$ cat src/rtl/pmcg_pkg.sv
package pmcg_pkg;

  typedef enum logic [1:0] {
    PM_RUN  = 2'b00,
    PM_WAIT = 2'b01,
    PM_STOP = 2'b10
  } pm_mode_e;

  // Positions inside the held event vector
  localparam int EV_WAIT = 0;
  localparam int EV_STOP = 1;
  localparam int EV_BUS  = 2;
  localparam int EV_NCLK = 3;
  localparam int EV_IRQ  = 4;
  localparam int EV_W    = 5;

  function automatic pm_mode_e pm_next(input pm_mode_e cur, input logic [EV_W-1:0] ev);
    logic stop_wake;
    stop_wake = ev[EV_BUS] | ev[EV_NCLK];
    case (cur)
      PM_RUN: begin
        if (ev[EV_STOP])      pm_next = stop_wake ? PM_RUN : PM_STOP;
        else if (ev[EV_WAIT]) pm_next = PM_WAIT;
        else                  pm_next = PM_RUN;
      end
      PM_WAIT: pm_next = ev[EV_IRQ] ? PM_RUN : PM_WAIT;
      PM_STOP: pm_next = stop_wake ? PM_RUN : PM_STOP;
      default: pm_next = PM_RUN;
    endcase
  endfunction

  function automatic logic pm_lost_next(input pm_mode_e cur, input logic [EV_W-1:0] ev,
                                        input logic lost);
    if (cur == PM_STOP && (ev[EV_BUS] | ev[EV_NCLK])) pm_lost_next = ev[EV_BUS];
    else                                              pm_lost_next = lost;
  endfunction

  function automatic logic pm_core_live(input pm_mode_e cur);
    pm_core_live = (cur == PM_RUN);
  endfunction

  function automatic logic pm_per_live(input pm_mode_e cur);
    pm_per_live = (cur != PM_STOP);
  endfunction

endpackage

$ cat src/rtl/pmcg_phase.sv
module pmcg_phase (
  input  logic clk,
  input  logic rst_n,
  input  logic sync_rst,
  output logic tick,
  output logic bnd
);
  logic ph_q;

  always_ff @(posedge clk or negedge rst_n) begin
    if (!rst_n)        ph_q <= 1'b0;
    else if (sync_rst) ph_q <= 1'b0;
    else               ph_q <= ~ph_q;
  end

  assign tick = ph_q;
  assign bnd  = ph_q;
endmodule

$ cat src/rtl/pmcg_event_hold.sv
module pmcg_event_hold #(
  parameter int W = 5
) (
  input  logic         clk,
  input  logic         rst_n,
  input  logic         sync_rst,
  input  logic         bnd,
  input  logic [W-1:0] evt_i,
  output logic [W-1:0] evt_eff
);
  logic [W-1:0] pend_q;

  for (genvar g = 0; g < W; g++) begin : g_hold
    always_ff @(posedge clk or negedge rst_n) begin
      if (!rst_n)                pend_q[g] <= 1'b0;
      else if (sync_rst || bnd)  pend_q[g] <= 1'b0;
      else if (evt_i[g])         pend_q[g] <= 1'b1;
    end
    assign evt_eff[g] = pend_q[g] | evt_i[g];
  end
endmodule

$ cat src/rtl/pmcg_mode_fsm.sv
module pmcg_mode_fsm
  import pmcg_pkg::*;
(
  input  logic            clk,
  input  logic            rst_n,
  input  logic            sync_rst,
  input  logic            bnd,
  input  logic [EV_W-1:0] evt_eff,
  output pm_mode_e        mode_q,
  output logic            lost_q
);
  always_ff @(posedge clk or negedge rst_n) begin
    if (!rst_n) begin
      mode_q <= PM_RUN;
      lost_q <= 1'b0;
    end else if (sync_rst) begin
      mode_q <= PM_RUN;
      lost_q <= 1'b0;
    end else if (bnd) begin
      mode_q <= pm_next(mode_q, evt_eff);
      lost_q <= pm_lost_next(mode_q, evt_eff, lost_q);
    end
  end
endmodule

$ cat src/rtl/pmcg_gate.sv
module pmcg_gate
  import pmcg_pkg::*;
#(
  parameter int NPER = 8
) (
  input  logic            clk,
  input  logic            rst_n,
  input  logic            sync_rst,
  input  logic            tick,
  input  pm_mode_e        mode_q,
  input  logic            wr,
  input  logic [NPER-1:0] wdata,
  output logic [NPER-1:0] per_en_q,
  output logic            core_ce,
  output logic            mem_ce,
  output logic [NPER-1:0] per_ce
);
  logic core_live, per_live;

  always_ff @(posedge clk or negedge rst_n) begin
    if (!rst_n)        per_en_q <= '1;
    else if (sync_rst) per_en_q <= '1;
    else if (wr)       per_en_q <= wdata;
  end

  assign core_live = pm_core_live(mode_q);
  assign per_live  = pm_per_live(mode_q);
  assign core_ce   = tick & core_live;
  assign mem_ce    = tick & core_live;

  for (genvar i = 0; i < NPER; i++) begin : g_per
    assign per_ce[i] = tick & per_live & per_en_q[i];
  end
endmodule

$ cat src/rtl/pm_clock_gater.sv
module pm_clock_gater
  import pmcg_pkg::*;
#(
  parameter int NPER = 8,
  parameter int NIRQ = 4
) (
  input  logic            clk,
  input  logic            rst_n,
  input  logic            ext_rst,
  input  logic            wdog_rst,
  input  logic            req_wait,
  input  logic            req_stop,
  input  logic [NIRQ-1:0] irq,
  input  logic [NIRQ-1:0] irq_mask,
  input  logic            nclk_irq,
  input  logic            bus_wake,
  input  logic            pclk_wr,
  input  logic [NPER-1:0] pclk_wdata,
  output logic            core_ce,
  output logic            mem_ce,
  output logic [NPER-1:0] per_ce,
  output logic            wdog_ce,
  output logic [1:0]      mode,
  output logic            msg_lost
);
  logic            sync_rst;
  logic            tick, bnd;
  logic            irq_hit;
  logic [EV_W-1:0] evt_now, evt_eff;
  logic            bus_eff;
  pm_mode_e        mode_q;
  logic            lost_q;
  logic [NPER-1:0] per_en_q;

  assign sync_rst = ext_rst | wdog_rst;
  assign irq_hit  = |(irq & ~irq_mask);

  always_comb begin
    evt_now          = '0;
    evt_now[EV_WAIT] = req_wait;
    evt_now[EV_STOP] = req_stop;
    evt_now[EV_BUS]  = bus_wake;
    evt_now[EV_NCLK] = nclk_irq;
    evt_now[EV_IRQ]  = irq_hit;
  end

  pmcg_phase u_phase (
    .clk(clk), .rst_n(rst_n), .sync_rst(sync_rst), .tick(tick), .bnd(bnd)
  );

  pmcg_event_hold #(.W(EV_W)) u_hold (
    .clk(clk), .rst_n(rst_n), .sync_rst(sync_rst), .bnd(bnd),
    .evt_i(evt_now), .evt_eff(evt_eff)
  );

  pmcg_mode_fsm u_fsm (
    .clk(clk), .rst_n(rst_n), .sync_rst(sync_rst), .bnd(bnd),
    .evt_eff(evt_eff), .mode_q(mode_q), .lost_q(lost_q)
  );

  pmcg_gate #(.NPER(NPER)) u_gate (
    .clk(clk), .rst_n(rst_n), .sync_rst(sync_rst), .tick(tick), .mode_q(mode_q),
    .wr(pclk_wr), .wdata(pclk_wdata), .per_en_q(per_en_q),
    .core_ce(core_ce), .mem_ce(mem_ce), .per_ce(per_ce)
  );

  assign bus_eff  = evt_eff[EV_BUS];
  assign wdog_ce  = tick;
  assign mode     = mode_q;
  assign msg_lost = lost_q;
endmodule

$ cat config.mk
export PLATFORM = sky130hd
export DESIGN_NAME = pm_clock_gater
export DESIGN_NICKNAME = d
export VERILOG_FILES = /design/src/rtl/pmcg_pkg.sv /design/src/rtl/pmcg_phase.sv /design/src/rtl/pmcg_event_hold.sv /design/src/rtl/pmcg_mode_fsm.sv /design/src/rtl/pmcg_gate.sv /design/src/rtl/pm_clock_gater.sv
export SDC_FILE = /design/constraint.sdc
export NUM_CORES = 1
export LEC_CHECK = 0
export BUFFER_PORTS_ARGS = -buffer_cell sky130_fd_sc_hd__buf_4
export CAP_MARGIN = 5
export CORE_UTILIZATION = 49
export CTS_CLUSTER_DIAMETER = 50
export DETAILED_ROUTE_END_ITERATION = 10
export GPL_ROUTABILITY_DRIVEN = 0
export GPL_TIMING_DRIVEN = 0
export PLACE_DENSITY = 0.83
export SLEW_MARGIN = 20
export SYNTH_ARGS = -nofsm -noshare
export SYNTH_HDL_FRONTEND = slang
export SYNTH_HIERARCHICAL = 1
export SYNTH_SLANG_ARGS = --single-unit
export TNS_END_PERCENT = 50
$ cat constraint.sdc
create_clock -name clk -period 2.07 [get_ports clk]
set_clock_uncertainty 0.2 [all_clocks]
set_input_delay 0.3105 -clock clk [delete_from_list [all_inputs] [get_ports clk]]
set_output_delay 0.3105 -clock clk [all_outputs]
set_load 0.01 [all_outputs]
==> results.py <==
metrics = {
    "setup_path": {
        "cp.arrival_ns": 1.44,
        "cp_top_family": "simple AND/OR/NAND/NOR gates",
        "r2r-start": "u_hold/pend_q[1]",
        "slowest_stage": "dfrtp_1",
        "crit_cells": 3,
        "worstPathRequired_ns": 1.56,
        "startpoint": "u_fsm/mode_q[0]",
        "end_kind": "primary output",
        "rr_worst_depth": 3,
        "worst_r2r_endpoint": "u_fsm/mode_q[0]",
        "max_stage_delay_ns": 0.48,
        "crit_chain": "nand2b_1, and3_1, buf_4",
        "r2r_setup_slack_ns": 0.73,
        "critPathCapture": "per_ce[4]",
        "cp_num_buf_inv": 1,
        "cp_max_fo": 9,
        "cp-start-kind": "flop",
        "path_class": "reg2out",
    },
    "yosys": {
        "syn_area_per_cell_um2": 11.6,
        "yosysTopAreaCell": "dfrtp_1",
        "synthArstFlopShare_pct": 100,
        "yosysUniqueCellTypes": 24,
        "yosys.area.top_type_share_pct": 25.9,
        "yosys-top-cells-area": "dfrtp_1, dfstp_2, a211o_2",
        "synth_warnings": 6,
        "synth-seq-cells": 17,
        "synth_ff_type": "dfrtp_1",
        "synthCells": 75,
        "synth_area_um2": 870,
        "synth-edff-count": 0,
        "synth-seq-area-share_pct": 50.1,
        "synth_nets": 100,
    },
    "outcome": {
        "status": "finished with violations",
        "violations": "design-rule violations",
    },
    "floorplan": {
        "die_x_um": 44.1,
        "ios": 39,
        "start_util_pct": 55.2,
        "die_area_um2": 1950,
        "row_count": 14,
        "die_h_um": 44.1,
        "coreArea_um2": 1580,
    },
    "pwr": {
        "p_sw_share_pct": 24.9,
        "pwr-share-clk_pct": 26.3,
        "p_seq_share_pct": 53.2,
        "switchingPower_mw": 0.166,
        "p_leak_nw": 0.590,
        "intPower_mw": 0.501,
        "power_density_nw_per_um2": 546,
        "peakVddDrop_mv": 0.468,
        "pwr-share-comb_pct": 20.5,
    },
    "clock_network": {
        "clk_latency_ns": 0.29,
        "cts_sinks": 17,
        "cts_max_level": 1,
        "clockBufferDepth": 2,
        "numCtsBuffers": 3,
        "cts-root-buf": "clkbuf_4",
        "cts_tree": "built",
        "clk_pin_slew_ns": 0.10,
    },
    "timing": {
        "period_minus_slack_ns": 1.95,
        "fin_ws_ns": 0.120,
        "drv_slew": 0,
        "hold_viol_final": 0,
        "setup_viol": 0,
        "rsz0062_at_grt": "no",
        "final.setup.tns_ns": 0,
        "fmax_mhz": 513,
        "worst_pin_slew_ns": 0.380,
        "post-route-period-util_pct": 94.2,
        "relSlewSlack_pct": 74.7,
    },
    "placed_design": {
        "place_hpwl_mm": 1.36,
        "port_buffers": 38,
        "dp.cells": 129,
        "place_ws_ns": 0.219,
    },
    "routing": {
        "drt_first_pass_iters": 7,
        "vias": 721,
        "routed_wl_mm": 1.89,
        "drc_errors": 2,
        "wl_per_cell_um": 14.0,
        "first_iter_violations": 14,
        "vias_per_cell": 5.34,
        "ant_nets": 0,
    },
    "cells_and_area": {
        "area_growth_pct": 40.4,
        "drive_gt1_share_pct": 52.9,
        "antenna_cells": 0,
        "stdcell_count": 135,
        "layout_commonest_cell": "buf_4",
        "nets": 145,
        "layout_common_cells": "buf_4, dfrtp_1, and3_1, nor2b_1, dfstp_2",
    },
    "global_routing": {
        "grtUsageMet1_pct": 29.1,
        "use_met2_pct": 37.6,
        "grt-ovfl-total": 0,
        "grt_pass1_vias": 732,
        "top_usage_layer": "met2",
        "antenna_found_initial": 0,
        "grt_pass1_wl_mm": 3.19,
        "met3_usage_pct": 2.45,
        "grt_usage_pct": 22.1,
        "grt_max_degree": 18,
    },
    "run": {
        "cap_violations": 0,
    },
    "worst_hold_path": {
        "hold_class": "in2reg",
        "hold_path_startpoint": "pclk_wdata[3]",
        "hold-path-cell-count": 2,
    },
}
worst min-delay path by stage:
stage                               to  slack, ns
detailed placement    u_hold/pend_q[1]      -0.02
floorplan                 u_fsm/lost_q      -0.19
finish              u_gate/per_en_q[3]       0.03
global placement      u_hold/pend_q[1]      -0.02
global route        u_gate/per_en_q[2]       0.03
CTS                 u_gate/per_en_q[3]       0.02
per-stage QoR:
step | hold WS [ns] | utilization (%) | cell area, um^2 | power (mW)
2_1_floorplan | -0.185 | - | 870 | 0.422
3_3_place_gp | -0.0174 | 74.5 | 1170 | 0.492
3_5_place_dp | -0.0154 | 74.5 | 1170 | 0.495
4_1_cts | 0.0171 | 77.5 | 1220 | 0.676
5_1_grt | 0.0272 | 77.5 | 1220 | 0.696
6_report | 0.0262 | 77.5 | 1220 | 0.667
per-layer routing:
layer | share of wire, % | vias up
li1 | - | 358
met1 | 44 | 343
met2 | 52 | 18
met3 | 3.4 | 2
met4 | 0.48 | 0
met5 | 0 | -
synth_stat cells, types with 2 or more instances:
library cell and count:
dfrtp_1 9, and3_1 8, dfstp_2 8, nor2b_1 8, a211o_2 6, nor3b_1 6
or2_1 6, nand2b_1 5, a211o_1 2, buf_4 2, inv_1 2
area by class of cell:
| type | count | area (um^2) |
|---|---|---|
| clock buffer | 3 | 22.5 |
| timing repair buffer | 40 | 303 |
| tap | 16 | 20.0 |
| fill | 107 | 355 |
| multi-input combinational | 52 | 397 |
| buffer | 4 | 30.0 |
| sequential | 17 | 437 |
| clock inverter | 1 | 5.00 |
| inverter | 2 | 7.51 |
logic make-up after synthesis:
kind of cell,after synthesis,share of synthesized area [%]
buffers and inverters,6,4.32
AO/OA/AOI/OAI,14,16.3
flip-flops,17,50.1
AND/OR/NAND/NOR,38,29.4
flip-flops by register name (all words and copies together), names as in the netlist:
| name | flops |
|---|---|
| u_phase/bnd | 1 |
| u_fsm/mode_q | 2 |
| u_gate/per_en_q | 8 |
| u_hold/pend_q | 5 |
| u_fsm/lost_q | 1 |
what timing repair did:
item                       CTS  global route
resized for setup            1             0
setup buffers                1             0
setup endpoints to repair    2             0
hold buffers                 1             0
hold endpoints to repair    17             0
power by group through the flow:
stage	clock network, mW	registers (mW)	logic (mW)
after detailed placement	0	0.364	0.131
after global routing	0.189	0.357	0.151
final	0.176	0.355	0.137
after CTS	0.183	0.355	0.138
after floorplan	0	0.362	0.0605
after global placement	0	0.363	0.129
No activity file was read; power rests on OpenSTA's default activity.
